==> src/rtl/vc_pkg.sv <==
package vc_pkg;

    typedef enum logic [1:0] {
        OP_NONE = 2'd0,
        OP_FILL = 2'd1,
        OP_READ = 2'd2
    } vc_op_e;

endpackage

==> src/rtl/vc_tag_match.sv <==
module vc_tag_match #(
    parameter int WAYS  = 4,
    parameter int TAG_W = 6,
    parameter int WAY_W = $clog2(WAYS)
) (
    input  logic [WAYS-1:0]            valid_i,
    input  logic [WAYS-1:0][TAG_W-1:0] tags_i,
    input  logic [TAG_W-1:0]           tag_i,
    output logic                       hit_o,
    output logic [WAY_W-1:0]           idx_o
);

    logic [WAYS-1:0] match;

    for (genvar w = 0; w < WAYS; w++) begin : g_cmp
        assign match[w] = valid_i[w] && (tags_i[w] == tag_i);
    end

    always_comb begin
        idx_o = '0;
        for (int w = WAYS - 1; w >= 0; w--) begin
            if (match[w]) idx_o = WAY_W'(w);
        end
    end

    assign hit_o = |match;

endmodule

==> src/rtl/vc_victim_sel.sv <==
module vc_victim_sel #(
    parameter int WAYS  = 4,
    parameter int AGE_W = 3,
    parameter int WAY_W = $clog2(WAYS)
) (
    input  logic [WAYS-1:0]            valid_i,
    input  logic [WAYS-1:0][AGE_W-1:0] ages_i,
    output logic [WAY_W-1:0]           idx_o
);

    logic             free_found;
    logic [WAY_W-1:0] free_idx;
    logic [WAY_W-1:0] old_idx;
    logic [AGE_W-1:0] old_age;

    always_comb begin
        free_found = 1'b0;
        free_idx   = '0;
        for (int w = 0; w < WAYS; w++) begin
            if (!free_found && !valid_i[w]) begin
                free_found = 1'b1;
                free_idx   = WAY_W'(w);
            end
        end
    end

    always_comb begin
        old_idx = '0;
        old_age = ages_i[0];
        for (int w = 1; w < WAYS; w++) begin
            if (ages_i[w] > old_age) begin
                old_age = ages_i[w];
                old_idx = WAY_W'(w);
            end
        end
    end

    assign idx_o = free_found ? free_idx : old_idx;

endmodule

==> src/rtl/vc_ctrl.sv <==
module vc_ctrl
    import vc_pkg::*;
#(
    parameter int CORES  = 4,
    parameter int SETS   = 4,
    parameter int WAYS   = 4,
    parameter int TAG_W  = 6,
    parameter int AGE_W  = 3,
    parameter int CORE_W = $clog2(CORES),
    parameter int ADDR_W = TAG_W + $clog2(SETS)
) (
    input  logic              clk,
    input  logic              rst_n,
    input  logic              fill_valid,
    input  logic [CORE_W-1:0] fill_core,
    input  logic [ADDR_W-1:0] fill_addr,
    input  logic              rd_valid,
    input  logic [CORE_W-1:0] rd_core,
    input  logic [ADDR_W-1:0] rd_addr,
    output logic              rd_ready,
    output logic              resp_valid,
    output logic              resp_hit,
    output logic              resp_kept,
    output logic [CORE_W-1:0] resp_core
);

    localparam int SET_W = $clog2(SETS);
    localparam int WAY_W = $clog2(WAYS);
    localparam logic [AGE_W-1:0] AGE_MAX = '1;

    typedef struct packed {
        logic              valid;
        logic [TAG_W-1:0]  tag;
        logic [CORES-1:0]  sharers;
        logic [AGE_W-1:0]  age;
    } way_t;

    typedef way_t [WAYS-1:0] set_t;

    typedef struct packed {
        set_t [SETS-1:0]   sets;
        logic              resp_valid;
        logic              resp_hit;
        logic              resp_kept;
        logic [CORE_W-1:0] resp_core;
    } state_t;

    state_t st_d, st_q;

    vc_op_e            op;
    logic [CORE_W-1:0] op_core;
    logic [ADDR_W-1:0] op_addr;
    logic [SET_W-1:0]  op_set;
    logic [TAG_W-1:0]  op_tag;
    logic [CORES-1:0]  core_bit;

    set_t                       cur;
    set_t                       nxt;
    logic [WAYS-1:0]            cur_valid;
    logic [WAYS-1:0][TAG_W-1:0] cur_tags;
    logic [WAYS-1:0][AGE_W-1:0] cur_ages;
    logic                       hit;
    logic [WAY_W-1:0]           hit_idx;
    logic [WAY_W-1:0]           vic_idx;
    logic [WAY_W-1:0]           tgt_idx;
    logic                       do_age;
    logic [CORES-1:0]           others;

    // arbitration: an eviction always wins the single slot
    always_comb begin
        if (fill_valid) begin
            op      = OP_FILL;
            op_core = fill_core;
            op_addr = fill_addr;
        end else if (rd_valid) begin
            op      = OP_READ;
            op_core = rd_core;
            op_addr = rd_addr;
        end else begin
            op      = OP_NONE;
            op_core = rd_core;
            op_addr = rd_addr;
        end
    end

    assign rd_ready = !fill_valid;
    assign op_set   = op_addr[SET_W-1:0];
    assign op_tag   = op_addr[ADDR_W-1:SET_W];
    assign core_bit = CORES'(1) << op_core;
    assign cur      = st_q.sets[op_set];

    for (genvar w = 0; w < WAYS; w++) begin : g_unpack
        assign cur_valid[w] = cur[w].valid;
        assign cur_tags[w]  = cur[w].tag;
        assign cur_ages[w]  = cur[w].age;
    end

    vc_tag_match #(
        .WAYS  (WAYS),
        .TAG_W (TAG_W),
        .WAY_W (WAY_W)
    ) u_match (
        .valid_i (cur_valid),
        .tags_i  (cur_tags),
        .tag_i   (op_tag),
        .hit_o   (hit),
        .idx_o   (hit_idx)
    );

    vc_victim_sel #(
        .WAYS  (WAYS),
        .AGE_W (AGE_W),
        .WAY_W (WAY_W)
    ) u_victim (
        .valid_i (cur_valid),
        .ages_i  (cur_ages),
        .idx_o   (vic_idx)
    );

    always_comb begin
        st_d            = st_q;
        st_d.resp_valid = 1'b0;
        st_d.resp_hit   = 1'b0;
        st_d.resp_kept  = 1'b0;
        nxt             = cur;
        tgt_idx         = hit_idx;
        do_age          = 1'b0;
        others          = cur[hit_idx].sharers & ~core_bit;

        case (op)
            OP_FILL: begin
                do_age = 1'b1;
                if (hit) begin
                    nxt[hit_idx].sharers = cur[hit_idx].sharers | core_bit;
                    tgt_idx              = hit_idx;
                end else begin
                    nxt[vic_idx].valid   = 1'b1;
                    nxt[vic_idx].tag     = op_tag;
                    nxt[vic_idx].sharers = core_bit;
                    tgt_idx              = vic_idx;
                end
            end
            OP_READ: begin
                st_d.resp_valid = 1'b1;
                st_d.resp_core  = op_core;
                st_d.resp_hit   = hit;
                if (hit) begin
                    if (|others) begin
                        st_d.resp_kept       = 1'b1;
                        nxt[hit_idx].sharers = cur[hit_idx].sharers | core_bit;
                        do_age               = 1'b1;
                    end else begin
                        nxt[hit_idx].valid   = 1'b0;
                        nxt[hit_idx].sharers = '0;
                    end
                end
            end
            default: ;
        endcase

        if (do_age) begin
            for (int w = 0; w < WAYS; w++) begin
                if (WAY_W'(w) == tgt_idx) begin
                    nxt[w].age = '0;
                end else if (nxt[w].valid && nxt[w].age != AGE_MAX) begin
                    nxt[w].age = nxt[w].age + 1'b1;
                end
            end
        end

        st_d.sets[op_set] = nxt;
    end

    always_ff @(posedge clk) begin
        if (!rst_n) begin
            st_q <= '0;
        end else begin
            st_q <= st_d;
        end
    end

    assign resp_valid = st_q.resp_valid;
    assign resp_hit   = st_q.resp_hit;
    assign resp_kept  = st_q.resp_kept;
    assign resp_core  = st_q.resp_core;

endmodule

==> config.mk <==
export PLATFORM = sky130hd
export DESIGN_NAME = vc_ctrl
export DESIGN_NICKNAME = d
export VERILOG_FILES = /design/src/rtl/vc_pkg.sv /design/src/rtl/vc_tag_match.sv /design/src/rtl/vc_victim_sel.sv /design/src/rtl/vc_ctrl.sv
export SDC_FILE = /design/constraint.sdc
export NUM_CORES = 1
export LEC_CHECK = 0
export BUFFER_PORTS_ARGS = -buffer_cell sky130_fd_sc_hd__buf_2
export CORE_AREA = 2 2 118 234
export DETAILED_ROUTE_END_ITERATION = 10
export DIE_AREA = 0 0 120 236
export PLACE_DENSITY = 0.63
export RECOVER_POWER = 100
export SYNTH_ARGS = -nofsm -noshare
export SYNTH_HDL_FRONTEND = slang
export SYNTH_SLANG_ARGS = --single-unit
export TNS_END_PERCENT = 5
==> constraint.sdc <==
create_clock -name clk -period 9.4 [get_ports clk]
set_clock_uncertainty 0.15 [all_clocks]
set_input_delay 0 -clock clk [delete_from_list [all_inputs] [get_ports clk]]
set_output_delay 0 -clock clk [all_outputs]
set_load 0.03 [all_outputs]
Word-level counts from Yosys, hierarchy flattened
Index checks and enable logic that the tools add are counted.
- register bits: 229
- word-level logic and storage cells: 188
- add/subtract/negate cells: 4
- order comparisons: 9
- equal/unequal tests: 13
- shift-type cells: 1
- mux-type cells: 66
- bitwise gates (word level): 3
- reductions and logical operators: 24
- operators by type and width (cell ; number):
    bitwise mux 56 bit ; 6
    two-way mux 56 bit ; 5
    bitwise mux 224 bit ; 1
    demux 14 bit (select 2 bit) ; 5
    binary-select mux 56 bit (select 2 bit) ; 1
    demux 56 bit (select 2 bit) ; 1
    one-hot mux 56 bit (2 select lines) ; 1
    two-way mux 3 bit ; 14
    binary-select mux 14 bit (select 2 bit) ; 1
    two-way mux 14 bit ; 2
    two-way mux 2 bit ; 14
    equality test 6 bit ; 4
    two-way mux 7 bit ; 3
    logical AND 1 bit ; 14
    two-way mux 13 bit ; 1
    adder 3 x 1 -> 3 bit (second input constant) ; 4
    != test 3 bit (second input constant) ; 4
    greater-than comparator 3 bit ; 3
    < comparator 2 x 3 -> 1 bit (second input constant) ; 3
    two-way mux 1 bit ; 8
    two-way mux 8 bit ; 1
    OR reduction 4 bit ; 2
    >= comparator 2 x 1 -> 1 bit (second input constant) ; 3
    logical NOT 1 bit ; 6
    other kinds (12) ; 13

Depth between registers and ports, before layout
Gate-level depths: netlist of run 1.
- depth after elaboration: 28
- gate-level depth with buffers: 41
- depth with buffers taken out: 36

Modules after synthesis
From an unflattened synthesis of run 1, not the netlist that was laid out.
- cell total of the unflattened synthesis: 1365
- area, all modules: 12167.9 um^2
- by module, submodules not included (module ; times used ; cells each ; area an instance (um^2) ; sequential area each (um^2)):
    vc_ctrl ; 1 ; 1276 ; 11471.0 ; 4584.4
    vc_victim_sel ; 1 ; 50 ; 357.8 ; 0.0
    vc_tag_match ; 1 ; 39 ; 339.1 ; 0.0

Worst setup path after synthesis of run 1
Ideal clock, no wire load.
- path type: in2reg
- from: input fill_valid
- to: register st_q[136] (netlist name)
- arrival time: 7.414 ns
- setup slack: 1.704 ns
- stages on the path: 40
- buffers on the path: 7
- cell sequence: buf_6 -> buf_6 -> buf_6 -> o21ai_4 -> buf_2 -> clkbuf_1 -> clkbuf_1 -> mux4_2 -> clkbuf_1 -> ha_1 -> nor2b_1 -> a2bb2oi_1 -> maj3_1 -> mux2i_1 -> mux2_2 -> mux2i_1 -> ha_1 -> nor2b_1 -> [... 4 more ...] -> inv_1 -> nand2_1 -> o21ai_0 -> ha_1 -> nor2b_1 -> o21ai_0 -> inv_1 -> o21ai_0 -> o21ai_0 -> o21a_1 -> nor3_1 -> mux2_2 -> o21ai_0 -> o21ai_0 -> nand2_1 -> o21ai_0 -> a21oi_1 -> a21oi_1
- cells in the longest elaborated chain, start to end: 21
- elaborated cells on any way between the ends: 80
- ends and longest elaborated chain (item ; line ; RTL):
    start: declaration ; vc_ctrl.sv:14 ; input logic fill_valid,
    parallel branches: the longest is 20 deep, another holds greater-than comparator 3 bit ; - ;
    bitwise mux 224 bit (*) ; vc_ctrl.sv:171 ; st_d.sets[op_set] = nxt;
    end signal: assignment ; vc_ctrl.sv:178 ; st_q <= st_d;
    end: declaration ; vc_ctrl.sv:48 ; state_t st_d, st_q;
Every way passes the cells marked *. The select of a mux whose other input is x is not followed.
A chain may end at the register's enable or synchronous reset.

Worst setup path after layout of run 1
- from: input fill_valid
- to: register st_q[120] (netlist name)
The elaborated chain is that of the path after synthesis.

==> qor.tcl, run 1 <==
set qor(grt_overflow_total) 0
set qor(routed-wl-met2_mm) 19.3
set qor(routed-wl-met3_mm) 2.20
set qor(drc_errors) 0
set qor(critPathMaxFanout) 27
set qor(synth-edff-count) 0
set qor(cts_num_sinks) 229
set qor(worst_ep_arrival_time_ns) 8.45
set qor(holdWs_ns) 0.0494
set qor(critPathMostFrequentCell) {sky130_fd_sc_hd__o31ai_1}
set qor(path_class_of_the_lowest_slack_min_delay_path) {in -> reg}
set qor(power_per_cell_area_nw_per_um2) 176
set qor(final_cell_count_no_fill) 1854
set qor(area_grow_syn2layout_pct) 7.37
set qor(synth-compound-area-share_pct) 24.3
set qor(htreeDepth) 1
set qor(worstPathCellList) {clkbuf_1, clkbuf_1, inv_1, a21boi_4, buf_4, mux2i_1, xnor2_1, nor3_1, nor3b_1, o31ai_1, nor3b_1, o31ai_1, a211o_1, a21oi_1, o31ai_1, a211oi_1, a21oi_1}
set qor(number_of_global_route_vias_before_repair) 11500
set qor(cts-buffers-inserted) 22
set qor(worstPathRequired_ns) 9.63
set qor(ys_async_sr_fraction_pct) 0
set qor(tns_ns) 0
set qor(most-common-layout-cells) {229 x sky130_fd_sc_hd__dfxtp_1, 200 x sky130_fd_sc_hd__nand2_1, 146 x sky130_fd_sc_hd__nor2_1}
set qor(report.final.hold_viol_count) 0
set qor(drive_above_1_share_pct) 11.4
set qor(critical_path.endpoint_type) {register}
set qor(fp.coreArea_sq_um) 26700
set qor(irDropWorstVdd_uv) 144
set qor(setup_viol) 0
set qor(multiInputGateArea_sq_um) 7720
set qor(final_common_cell) {sky130_fd_sc_hd__dfxtp_1}
set qor(dpl.hpwl_mm) 26.7
set qor(first_iter_violations) 939
set qor(cts_root_buffer) {sky130_fd_sc_hd__clkbuf_16}
set qor(syn_inst) 1520
set qor(antenna_found_initial) 0
set qor(share_of_synthesized_cell_area_in_and_or_nand_and_nor_gates_pct) 18.5
set qor(post-route-min-period_ns) 8.22
set qor(ys_seq_area_share_pct) 35.2
set qor(synth.area.mux_share_pct) 12.3
set qor(clock_insertion_delay_at_the_later_pin_of_the_skew_report_ns) 0.54
set qor(max_cap_viol_count) 0
set qor(yosysWarningCount) 0
set qor(rows) 85
set qor(achievable-frequency_mhz) 122
set qor(cts_max_path_buffers) 3
set qor(postSynthNetCount) 1560
set qor(cpPeakStageDelay_ns) 1.04
set qor(start_util_pct) 48.7
set qor(global_route_wire_length_before_repair_mm) 63.3
set qor(routed_wirelength_mm) 39.8
set qor(register_area_sq_um) 4580
set qor(ant_nets) 0
set qor(global_routing_usage_summed_across_all_routing_layers_pct) 28.0
set qor(tightest_slew_ns) 1.28
set qor(timing.max_slew.rel_slack_pct) 14.2
set qor(yosys.cell_types.count) 92
set qor(unrepaired_setup_endpoints_after_global_routing) {no}
set qor(p_leak_uw) 0.00492
set qor(synth-adder-area-share_pct) 1.85
set qor(cts_tree) {yes}
set qor(routed_via_density) 6.32
set qor(nets) 1531
set qor(route.layer.met1.wl_mm) 16.5
set qor(postSynthRegisterBits) 229
set qor(routed_wl_per_cell_um) 21.5
set qor(critPathLaunchType) {primary input}
set qor(synth.cell_area_sq_um) 13000
set qor(run_status) {finished clean}
set qor(routed.top_layer) {met4}
set qor(synth.avg_cell_area_sq_um) 8.56
set qor(type_of_the_worst_setup_path) {in -> reg}
set qor(final.fill_count) 2533
set qor(antenna_diode_count) 0
set qor(die_h_um) 236
set qor(numPlacedInstances) 1802
set qor(design.die.area_sq_um) 28300
set qor(clk_transition_reported_paths_ns) 0.07
set qor(vias) 11700
set qor(ys.flop_type) {sky130_fd_sc_hd__dfxtp_1}
set qor(io_buffers) 29
set qor(synth_xor_xnor_area_share_pct) 2.76
set qor(chipWidth_um) 120
set qor(period_utilization_pct) 87.4
set qor(maxSlewViolCount) 0
set qor(first_pass_iters) 6
set qor(top_level_ports) 30
set qor(place.gp.congestion) 0.960
set qor(largest_family_of_logic_cells_by_synthesized_area) {compound AO/OA/AOI/OAI gates}
set qor(slowest_stage) {sky130_fd_sc_hd__nor3b_1}
set qor(largest_net_degree_at_the_start_of_global_routing) 98
-- per-stage QoR --
step | worst slack [ns] | instance area, sq um | utilization, % | total power, uW
2_1_floorplan | 1.70 | 13000 | - | 1450
3_3_place_gp | 1.55 | 13200 | 49.6 | 1570
3_5_place_dp | 1.35 | 13200 | 49.6 | 1590
4_1_cts | 1.87 | 14100 | 52.7 | 2470
5_1_grt | 0.588 | 14000 | 52.3 | 2560
6_report | 1.18 | 14000 | 52.3 | 2450
-- cell type report --
cell class              instances  share of cell area, %
flip-flops and latches        229                   32.8
clock buffers                  29                   4.35
multi-input cells            1150                   55.3
inverters                      23                  0.636
clock inverters                10                  0.681
repair buffers                 65                   3.10
well taps                     348                   3.12
-- sequential cells by signal, indices dropped and copies added, names as in the netlist --
register	cells
resp_valid	1
st_q	224
resp_core	2
resp_kept	1
resp_hit	1
-- kinds of logic (layout without fill, tap and decap cells) --
| group | Yosys count | after routing |
|---|---|---|
| flip-flops | 229 | 229 |
| AO/OA/AOI/OAI | 459 | 459 |
| buffers and inverters | 141 | 127 |
| adder cells (fa/ha/maj) | 20 | 20 |
| multiplexers | 108 | 108 |
| XOR/XNOR | 41 | 41 |
| AND/OR/NAND/NOR | 522 | 522 |
-- critical path: cells and delay by family --
kind,cells,cell delay (ns)
AO/OA/AOI/OAI,8,3.32
buffers and inverters,4,2.73
AND/OR/NAND/NOR,3,1.72
XOR/XNOR,1,0.22
multiplexers,1,0.41
-- metal layers --
layer / vias to the layer above / track usage (%)
met3: 113 / 2.95
met1: 5653 / 35.8
met5: - / 0
li1: 5525 / -
met2: 430 / 47.1
met4: 0 / 12.9
-- synthesized netlist by cell type (7+ instances only) --
cell / instances / area share [%]
sky130_fd_sc_hd__ha_1: 16 / 1.5
sky130_fd_sc_hd__o21ai_1: 23 / 0.89
sky130_fd_sc_hd__nand4_1: 9 / 0.43
sky130_fd_sc_hd__a21oi_1: 107 / 4.1
sky130_fd_sc_hd__a211oi_1: 87 / 5.0
sky130_fd_sc_hd__mux4_2: 37 / 6.4
sky130_fd_sc_hd__o21ai_0: 75 / 2.9
sky130_fd_sc_hd__clkbuf_1: 84 / 2.4
sky130_fd_sc_hd__o21a_1: 16 / 0.92
sky130_fd_sc_hd__nor2b_1: 8 / 0.38
sky130_fd_sc_hd__nor3_1: 40 / 1.5
sky130_fd_sc_hd__o211ai_1: 11 / 0.63
sky130_fd_sc_hd__mux2i_1: 60 / 4.6
sky130_fd_sc_hd__nor2_1: 147 / 4.2
sky130_fd_sc_hd__inv_1: 22 / 0.63
sky130_fd_sc_hd__xor2_1: 13 / 0.88
sky130_fd_sc_hd__nand2b_1: 10 / 0.48
sky130_fd_sc_hd__a31oi_1: 13 / 0.63
sky130_fd_sc_hd__o31ai_1: 18 / 1.0
sky130_fd_sc_hd__o2bb2ai_1: 8 / 0.54
sky130_fd_sc_hd__nand2_1: 201 / 5.8
sky130_fd_sc_hd__o22ai_1: 7 / 0.34
sky130_fd_sc_hd__a221oi_2: 7 / 0.81
sky130_fd_sc_hd__nand3_1: 52 / 2.0
sky130_fd_sc_hd__a22oi_1: 13 / 0.75
sky130_fd_sc_hd__dfxtp_1: 229 / 35
sky130_fd_sc_hd__buf_1: 7 / 0.20
sky130_fd_sc_hd__a21boi_0: 8 / 0.46
sky130_fd_sc_hd__buf_2: 14 / 0.54
sky130_fd_sc_hd__xnor2_1: 28 / 1.9
sky130_fd_sc_hd__and2_1: 7 / 0.34
-- repair_timing --
| action | 4_1_cts | 5_1_grt |
|---|---|---|
| endpoints found under the setup margin | 0 | 0 |
| hold buffers | 13 | 0 |
| resized for setup | 0 | 0 |
| buffers inserted | 0 | 0 |
| endpoints found under the hold margin | 80 | 0 |
-- path summary, 6_finish.rpt --
| check | startpoint | to | slack, ns | depth (start not counted) |
|---|---|---|---|---|
| min reg2reg | st_q[88] | st_q[88] | 0.30 | 2 |
| max reg2reg | st_q[117] | st_q[48] | 1.70 | 31 |
| max | fill_valid | st_q[120] | 1.18 | 17 |
| min | rd_addr[0] | st_q[88] | 0.05 | 4 |
-- report_power, final --
part | total, uW | leakage, uW | switching [uW] | internal [uW]
sequential | 1060 | 0.00187 | 30.7 | 1030
combinational | 510 | 0.00271 | 333 | 178
clock | 885 | 0.000342 | 400 | 485
total | 2450 | 0.00492 | 763 | 1690
Note: power is estimated with default switching activity, not from simulation.
==> run 2: changes to the inputs <==
--- a/config.mk
+++ b/config.mk
@@ -5,10 +5,11 @@
 export SDC_FILE = /design/constraint.sdc
 export NUM_CORES = 1
 export LEC_CHECK = 0
+export ABC_AREA = 1
 export BUFFER_PORTS_ARGS = -buffer_cell sky130_fd_sc_hd__buf_2
-export CORE_AREA = 2 2 118 234
+export CORE_AREA = 2 2 119 236
 export DETAILED_ROUTE_END_ITERATION = 10
-export DIE_AREA = 0 0 120 236
+export DIE_AREA = 0 0 121 238
 export PLACE_DENSITY = 0.63
 export RECOVER_POWER = 100
 export SYNTH_ARGS = -nofsm -noshare
==> run 2 against run 1 <==
Against the previous run: the flow now finishes with violations (capacitance limit, slew limit); sequential power is essentially flat; power up 6.6%; combinational power rose by 15%; register-to-register slack improved by 2.0 ns; hold slack improved by 0.074 ns; synthesized cell count rose by 39%; clock power is 7.0% higher; area after synthesis up 2.2%; first-iteration DRC count is 2.9% lower.
==> qor.tcl, run 2 <==
set qor(timing.max_slew.rel_slack_pct) -181
set qor(worst_ep_arrival_time_ns) 7.74
set qor(setup_viol) 0
set qor(routed-wl-met2_mm) 20.3
set qor(area_grow_syn2layout_pct) 6.74
set qor(type_of_the_worst_setup_path) {in -> reg}
set qor(drive_above_1_share_pct) 6.16
set qor(first_pass_iters) 5
set qor(failing_checks) {capacitance limit, slew limit}
set qor(period_utilization_pct) 80.7
set qor(slowest_stage) {sky130_fd_sc_hd__clkbuf_1}
set qor(largest_net_degree_at_the_start_of_global_routing) 92
set qor(yosys.area.top_type) {sky130_fd_sc_hd__dfxtp_1}
set qor(holdWs_ns) 0.124
set qor(cts_tree) {yes}
set qor(report.final.hold_viol_count) 0
set qor(numPlacedInstances) 2378
set qor(clock_insertion_delay_at_the_later_pin_of_the_skew_report_ns) 0.53
set qor(ys_seq_area_share_pct) 34.5
set qor(cts-buffers-inserted) 22
set qor(routed_via_density) 5.38
set qor(unrepaired_setup_endpoints_after_global_routing) {no}
set qor(top_register_by_number_of_flip_flops) {st_q}
set qor(place.gp.congestion) 0.893
set qor(critical-path-top-delay-family) {simple AND/OR/NAND/NOR gates}
set qor(routed_wirelength_mm) 39.1
set qor(htreeDepth) 1
set qor(syn_inst) 2106
set qor(ys.flop_type) {sky130_fd_sc_hd__dfxtp_1}
set qor(critical_path.endpoint_type) {register}
set qor(worstPathRequired_ns) 9.56
set qor(yosysWarningCount) 0
set qor(most-common-layout-cells) {424 x sky130_fd_sc_hd__nand2_1, 325 x sky130_fd_sc_hd__inv_1, 248 x sky130_fd_sc_hd__o21ai_0}
set qor(ant_nets) 0
set qor(die_h_um) 238
set qor(synth-edff-count) 0
set qor(routed-wl-met3_mm) 1.23
set qor(synth_top_area_share_pct) 34.5
set qor(maxSlewViolCount) 199
set qor(ys_async_sr_fraction_pct) 0
set qor(number_of_global_route_vias_before_repair) 12300
set qor(vias) 13100
set qor(dpl.hpwl_mm) 26.8
set qor(route.layer.met1.wl_mm) 15.5
set qor(tns_ns) 0
set qor(rows) 85
set qor(synth_top_cells_by_area) {sky130_fd_sc_hd__dfxtp_1 34%, sky130_fd_sc_hd__nand2_1 12%, sky130_fd_sc_hd__inv_1 9.1%}
set qor(chipWidth_um) 121
set qor(critical_path_buf_inv_count) 6
set qor(achievable-frequency_mhz) 132
set qor(cts_num_sinks) 229
set qor(run_status) {finished, violations left}
set qor(drc_errors) 0
set qor(final_cell_count_no_fill) 2427
set qor(postSynthNetCount) 2146
set qor(nets) 2103
set qor(final_common_cell) {sky130_fd_sc_hd__nand2_1}
set qor(critPathMaxFanout) 58
set qor(grt_overflow_total) 0
set qor(routed_wl_per_cell_um) 16.1
set qor(post-synth-top-count-cell) {sky130_fd_sc_hd__nand2_1}
set qor(start_util_pct) 49.4
set qor(antenna_found_initial) 0
set qor(design.die.area_sq_um) 28800
set qor(largest_reg_flops) 224
set qor(global_routing_usage_summed_across_all_routing_layers_pct) 26.9
set qor(cts_max_path_buffers) 3
set qor(global_route_wire_length_before_repair_mm) 62.2
set qor(first_iter_violations) 912
set qor(yosys-top-cells-count) {419 x sky130_fd_sc_hd__nand2_1, 324 x sky130_fd_sc_hd__inv_1, 232 x sky130_fd_sc_hd__nor2_1}
set qor(cts_resized) 0
set qor(fp.coreArea_sq_um) 26900
set qor(max_cap_viol_count) 3
set qor(postSynthRegisterBits) 229
set qor(power_per_cell_area_nw_per_um2) 184
set qor(irDropWorstVdd_uv) 134
set qor(path_class_of_the_lowest_slack_min_delay_path) {in -> reg}
set qor(p_leak_uw) 0.00736
set qor(synth.avg_cell_area_sq_um) 6.31
set qor(clk_transition_reported_paths_ns) 0.06
set qor(io_buffers) 29
set qor(critPathMostFrequentCell) {sky130_fd_sc_hd__nand2_1}
set qor(critPathLaunchType) {primary input}
set qor(report.power.total_uw) 2610
set qor(top_level_ports) 30
set qor(cpPeakStageDelay_ns) 2.06
set qor(tightest_slew_ns) 4.22
set qor(routed.top_layer) {met4}
set qor(cts_root_buffer) {sky130_fd_sc_hd__clkbuf_16}
set qor(post-route-min-period_ns) 7.58
set qor(synth.cell_area_sq_um) 13300
set qor(antenna_diode_count) 0
set qor(yosys.cell_types.count) 42
==> run 2: cell types whose count changed after synthesis, sizes merged, moves of 28 or more <==
| cell | before | now |
|---|---|---|
| inv | 23 | 340 |
| nand2 | 203 | 443 |
| o21ai | 103 | 268 |
| nand3 | 52 | 151 |
| nor2 | 147 | 246 |
| a211oi | 88 | 0 |
| mux2i | 65 | 0 |
| a21oi | 108 | 171 |
| nor3 | 46 | 2 |
| mux4 | 37 | 0 |
| xnor2 | 28 | 0 |
==> run 2: final timing paths <==
kind	startpoint	to	slack, ns	cells past startpoint
max reg2reg	st_q[188]	st_q[147]	3.73	32
max	fill_valid	st_q[90]	1.82	28
min	fill_addr[6]	st_q[198]	0.12	5
min reg2reg	st_q[135]	st_q[135]	0.35	2
==> run 2: through the flow <==
step,utilization [%],worst slack [ns],area (sq um)
final,52.7,1.82,14200
after detailed placement,49.9,2.67,13400
after global placement,49.9,2.98,13400
after CTS,53.1,3.20,14300
after floorplan,-,4.23,13300
after global routing,52.7,1.22,14200
==> run 2: area by class of cell <==
type / count / area, sq um
inverter: 342 / 1280
timing repair buffer: 53 / 332
clock inverter: 7 / 92.6
multi-input combinational: 1415 / 6790
tap: 348 / 435
fill: 2788 / 12700
sequential: 229 / 4580
clock buffer: 33 / 673
==> run 2: power breakdown <==
group | total [uW] | leakage [uW] | internal (uW) | switching [uW]
registers | 1080 | 0.00188 | 1050 | 32.8
logic | 585 | 0.00510 | 178 | 406
clock network | 947 | 0.000380 | 552 | 395
==> run 2: worst register-to-register path, delay by kind of cell (launching register included) <==
kind	cells	cell delay, ns
AO/OA/AOI/OAI	8	1.48
adder cells (fa/ha/maj)	3	0.90
buffers and inverters	2	0.34
flip-flops	1	0.33
AND/OR/NAND/NOR	19	2.40
==> run 2: kinds of logic (layout without fill, tap and decap cells) <==
logic type	after synthesis	after routing	share of synthesized area, %
AND/OR/NAND/NOR	874	874	28.7
AO/OA/AOI/OAI	525	525	21.5
buffers and inverters	462	435	13.8
flip-flops	229	229	34.5
adder cells (fa/ha/maj)	16	16	1.51
==> run 2: what timing repair did <==
item,4_1_cts,5_1_grt
setup buffers,0,0
hold buffers,9,0
hold endpoints to repair,24,0
==> run 2: layer usage <==
metal / vias up / GRT usage [%]
met5: - / 0
met4: 0 / 14.0
met3: 115 / 2.53
met2: 292 / 50.6
met1: 5992 / 28.9
li1: 6655 / -
==> run 3: changes to the inputs <==
--- a/config.mk
+++ b/config.mk
@@ -10,7 +10,7 @@
 export CORE_AREA = 2 2 119 236
 export DETAILED_ROUTE_END_ITERATION = 10
 export DIE_AREA = 0 0 121 238
-export PLACE_DENSITY = 0.63
+export PLACE_DENSITY = 0.66
 export RECOVER_POWER = 100
 export SYNTH_ARGS = -nofsm -noshare
 export SYNTH_HDL_FRONTEND = slang
==> constraint.sdc (replaced) <==
create_clock -name clk -period 6.5 [get_ports clk]
set_clock_uncertainty 0.15 [all_clocks]
set_input_delay 0 -clock clk [delete_from_list [all_inputs] [get_ports clk]]
set_output_delay 0 -clock clk [all_outputs]
set_load 0.03 [all_outputs]
==> run 3 against run 2 <==
Against the previous run: the run still ends with capacitance limit, slew limit left; sequential power is 44% higher; clock power is 48% higher; combinational power is 50% higher; hold slack worse by 0.058 ns; power is 47% higher; register-to-register slack worse by 2.6 ns; die area stayed put; non-clock buffer count is 22 higher; sequential share of layout area is 0.64 points lower; core utilization is 1.1 points higher; global-route usage is 0.79 points higher; critical path type unchanged; highest routed layer unchanged.
==> qor.tcl, run 3 (synthesis gave the netlist of run 2 again) <==
set qor(run_status) {finished, violations left}
set qor(failing_checks) {capacitance limit, slew limit}
set qor(routed_via_density) 5.45
set qor(cts_max_path_buffers) 3
set qor(nets) 2127
set qor(critPathMaxFanout) 13
set qor(io_buffers) 29
set qor(design.die.area_sq_um) 28800
set qor(cts_num_sinks) 229
set qor(place.gp.congestion) 0.963
set qor(met1_capacity_usage_during_global_routing_pct) 29.3
set qor(top_register_by_number_of_flip_flops) {st_q}
set qor(cts-buffers-inserted) 23
set qor(report.power.total_uw) 3840
set qor(vias) 13300
set qor(antenna_diode_count) 0
set qor(slowest_stage) {sky130_fd_sc_hd__dlygate4sd3_1}
set qor(drc_errors) 0
set qor(htreeDepth) 1
set qor(setup_viol) 0
set qor(critPathLaunchType) {primary input}
set qor(rows) 85
set qor(dpl.hpwl_mm) 27.3
set qor(p_leak_uw) 0.00750
set qor(die_h_um) 238
set qor(chipWidth_um) 121
set qor(area_grow_syn2layout_pct) 8.90
set qor(worstPathRequired_ns) 6.78
set qor(critical-path-top-delay-family) {buffers and inverters}
set qor(grt_busiest_layer) {met2}
set qor(largest_reg_flops) 224
set qor(tightest_slew_ns) 3.49
set qor(global_routing_usage_summed_across_all_routing_layers_pct) 27.7
set qor(top_level_ports) 30
set qor(global_route_wire_length_before_repair_mm) 63.5
set qor(drive_above_1_share_pct) 8.18
set qor(critical_path_buf_inv_count) 10
set qor(placed_area_sq_um) 13500
set qor(cpPeakStageDelay_ns) 0.69
set qor(grt_overflow_total) 0
set qor(routed_wl_per_cell_um) 16.4
set qor(fin_ws_ns) 0.493
set qor(critical_path.endpoint_type) {register}
set qor(routed_wirelength_mm) 40.1
set qor(first_iter_violations) 1060
set qor(clk_transition_reported_paths_ns) 0.06
set qor(irDropWorstVdd_uv) 193
set qor(largest_net_degree_at_the_start_of_global_routing) 85
set qor(clock_insertion_delay_at_the_later_pin_of_the_skew_report_ns) 0.54
set qor(ant_nets) 0
set qor(number_of_global_route_vias_before_repair) 12500
set qor(period_utilization_pct) 92.4
set qor(tns_ns) 0
set qor(report.final.hold_viol_count) 0
set qor(cts_tree) {yes}
set qor(most-common-layout-cells) {420 x sky130_fd_sc_hd__nand2_1, 323 x sky130_fd_sc_hd__inv_1, 233 x sky130_fd_sc_hd__nor2_1}
set qor(timing.max_slew.rel_slack_pct) -133
set qor(grtUsageMet2_pct) 51.3
set qor(power_per_cell_area_nw_per_um2) 265
set qor(cts_root_buffer) {sky130_fd_sc_hd__clkbuf_16}
set qor(first_pass_iters) 8
set qor(maxSlewViolCount) 140
set qor(groute.layer.met3.usage_pct) 3.25
set qor(post-route-cell-area_sq_um) 14500
set qor(final_common_cell) {sky130_fd_sc_hd__nand2_1}
set qor(type_of_the_worst_setup_path) {in -> reg}
set qor(post-route-min-period_ns) 6.01
set qor(worst_ep_arrival_time_ns) 6.28
set qor(start_util_pct) 49.4
set qor(max_cap_viol_count) 2
set qor(dp_worst_setup_slack_ns) 0.671
set qor(critPathMostFrequentCell) {sky130_fd_sc_hd__nand2_1}
set qor(achievable-frequency_mhz) 166
set qor(path_class_of_the_lowest_slack_min_delay_path) {in -> reg}
set qor(fp.coreArea_sq_um) 26900
set qor(antenna_found_initial) 0
## run 3: cell count changes in the layout (fill, tap and decap cells not counted), sizes merged
cell | previous run | this run
buf | 35 | 51
clkbuf | 42 | 43
clkinv | 7 | 5
dlygate4sd3 | 9 | 14
inv | 339 | 341
nand2 | 443 | 444
## run 3: power breakdown
part,total (uW),switching (uW),internal (uW)
clock network,1400,578,818
registers,1560,47.6,1520
logic,880,606,274
## run 3: area by class of cell
cell class / count / area, sq um
clock buffer: 33 / 693
sequential: 229 / 4580
multi-input combinational: 1416 / 6880
inverter: 342 / 1280
clock inverter: 7 / 91.3
timing repair buffer: 75 / 505
tap: 348 / 435
fill: 2768 / 12400
## run 3: worst reg2reg max path: cells and delay by family, from the launching register on
kind	cells	cell delay, ns
compound gates	11	1.38
buf+inv	7	1.03
simple gates	11	1.50
flops	1	0.31
fa+ha+maj	3	0.90
## run 3: repair_timing
action                                  4_1_cts  5_1_grt
endpoints found under the setup margin        0      116
hold endpoints to repair                     48        0
gates resized for setup                       0        7
hold buffers                                 15        0
buffers inserted                              0        3
## run 3: path summary, 6_finish.rpt
| kind | start | endpoint | slack [ns] | depth (start not counted) |
|---|---|---|---|---|
| worst max-delay path | rd_addr[0] | st_q[185] | 0.49 | 39 |
| worst min-delay path | fill_addr[2] | st_q[110] | 0.07 | 5 |
| worst max register to register | st_q[188] | st_q[185] | 1.13 | 32 |
| worst min register to register | st_q[207] | st_q[207] | 0.35 | 2 |
## run 3: per-layer routing
layer  routed length [um]  up-vias  share of wire, %
li1                     -     6718                 -
met5                    0        -                 0
met3                 1660      137               4.1
met2                20700      346                52
met4                 2480        0               6.2
met1                15300     6145                38
## run 3: per-stage QoR
stage | cells | hold WS [ns] | utilization [%]
after floorplan | 2106 | -0.0469 | -
after global placement | 2392 | 0.0619 | 50.3
after detailed placement | 2392 | 0.0699 | 50.3
after CTS | 2447 | 0.0497 | 53.8
after global routing | 2450 | 0.0975 | 53.8
final | 2450 | 0.0656 | 53.8
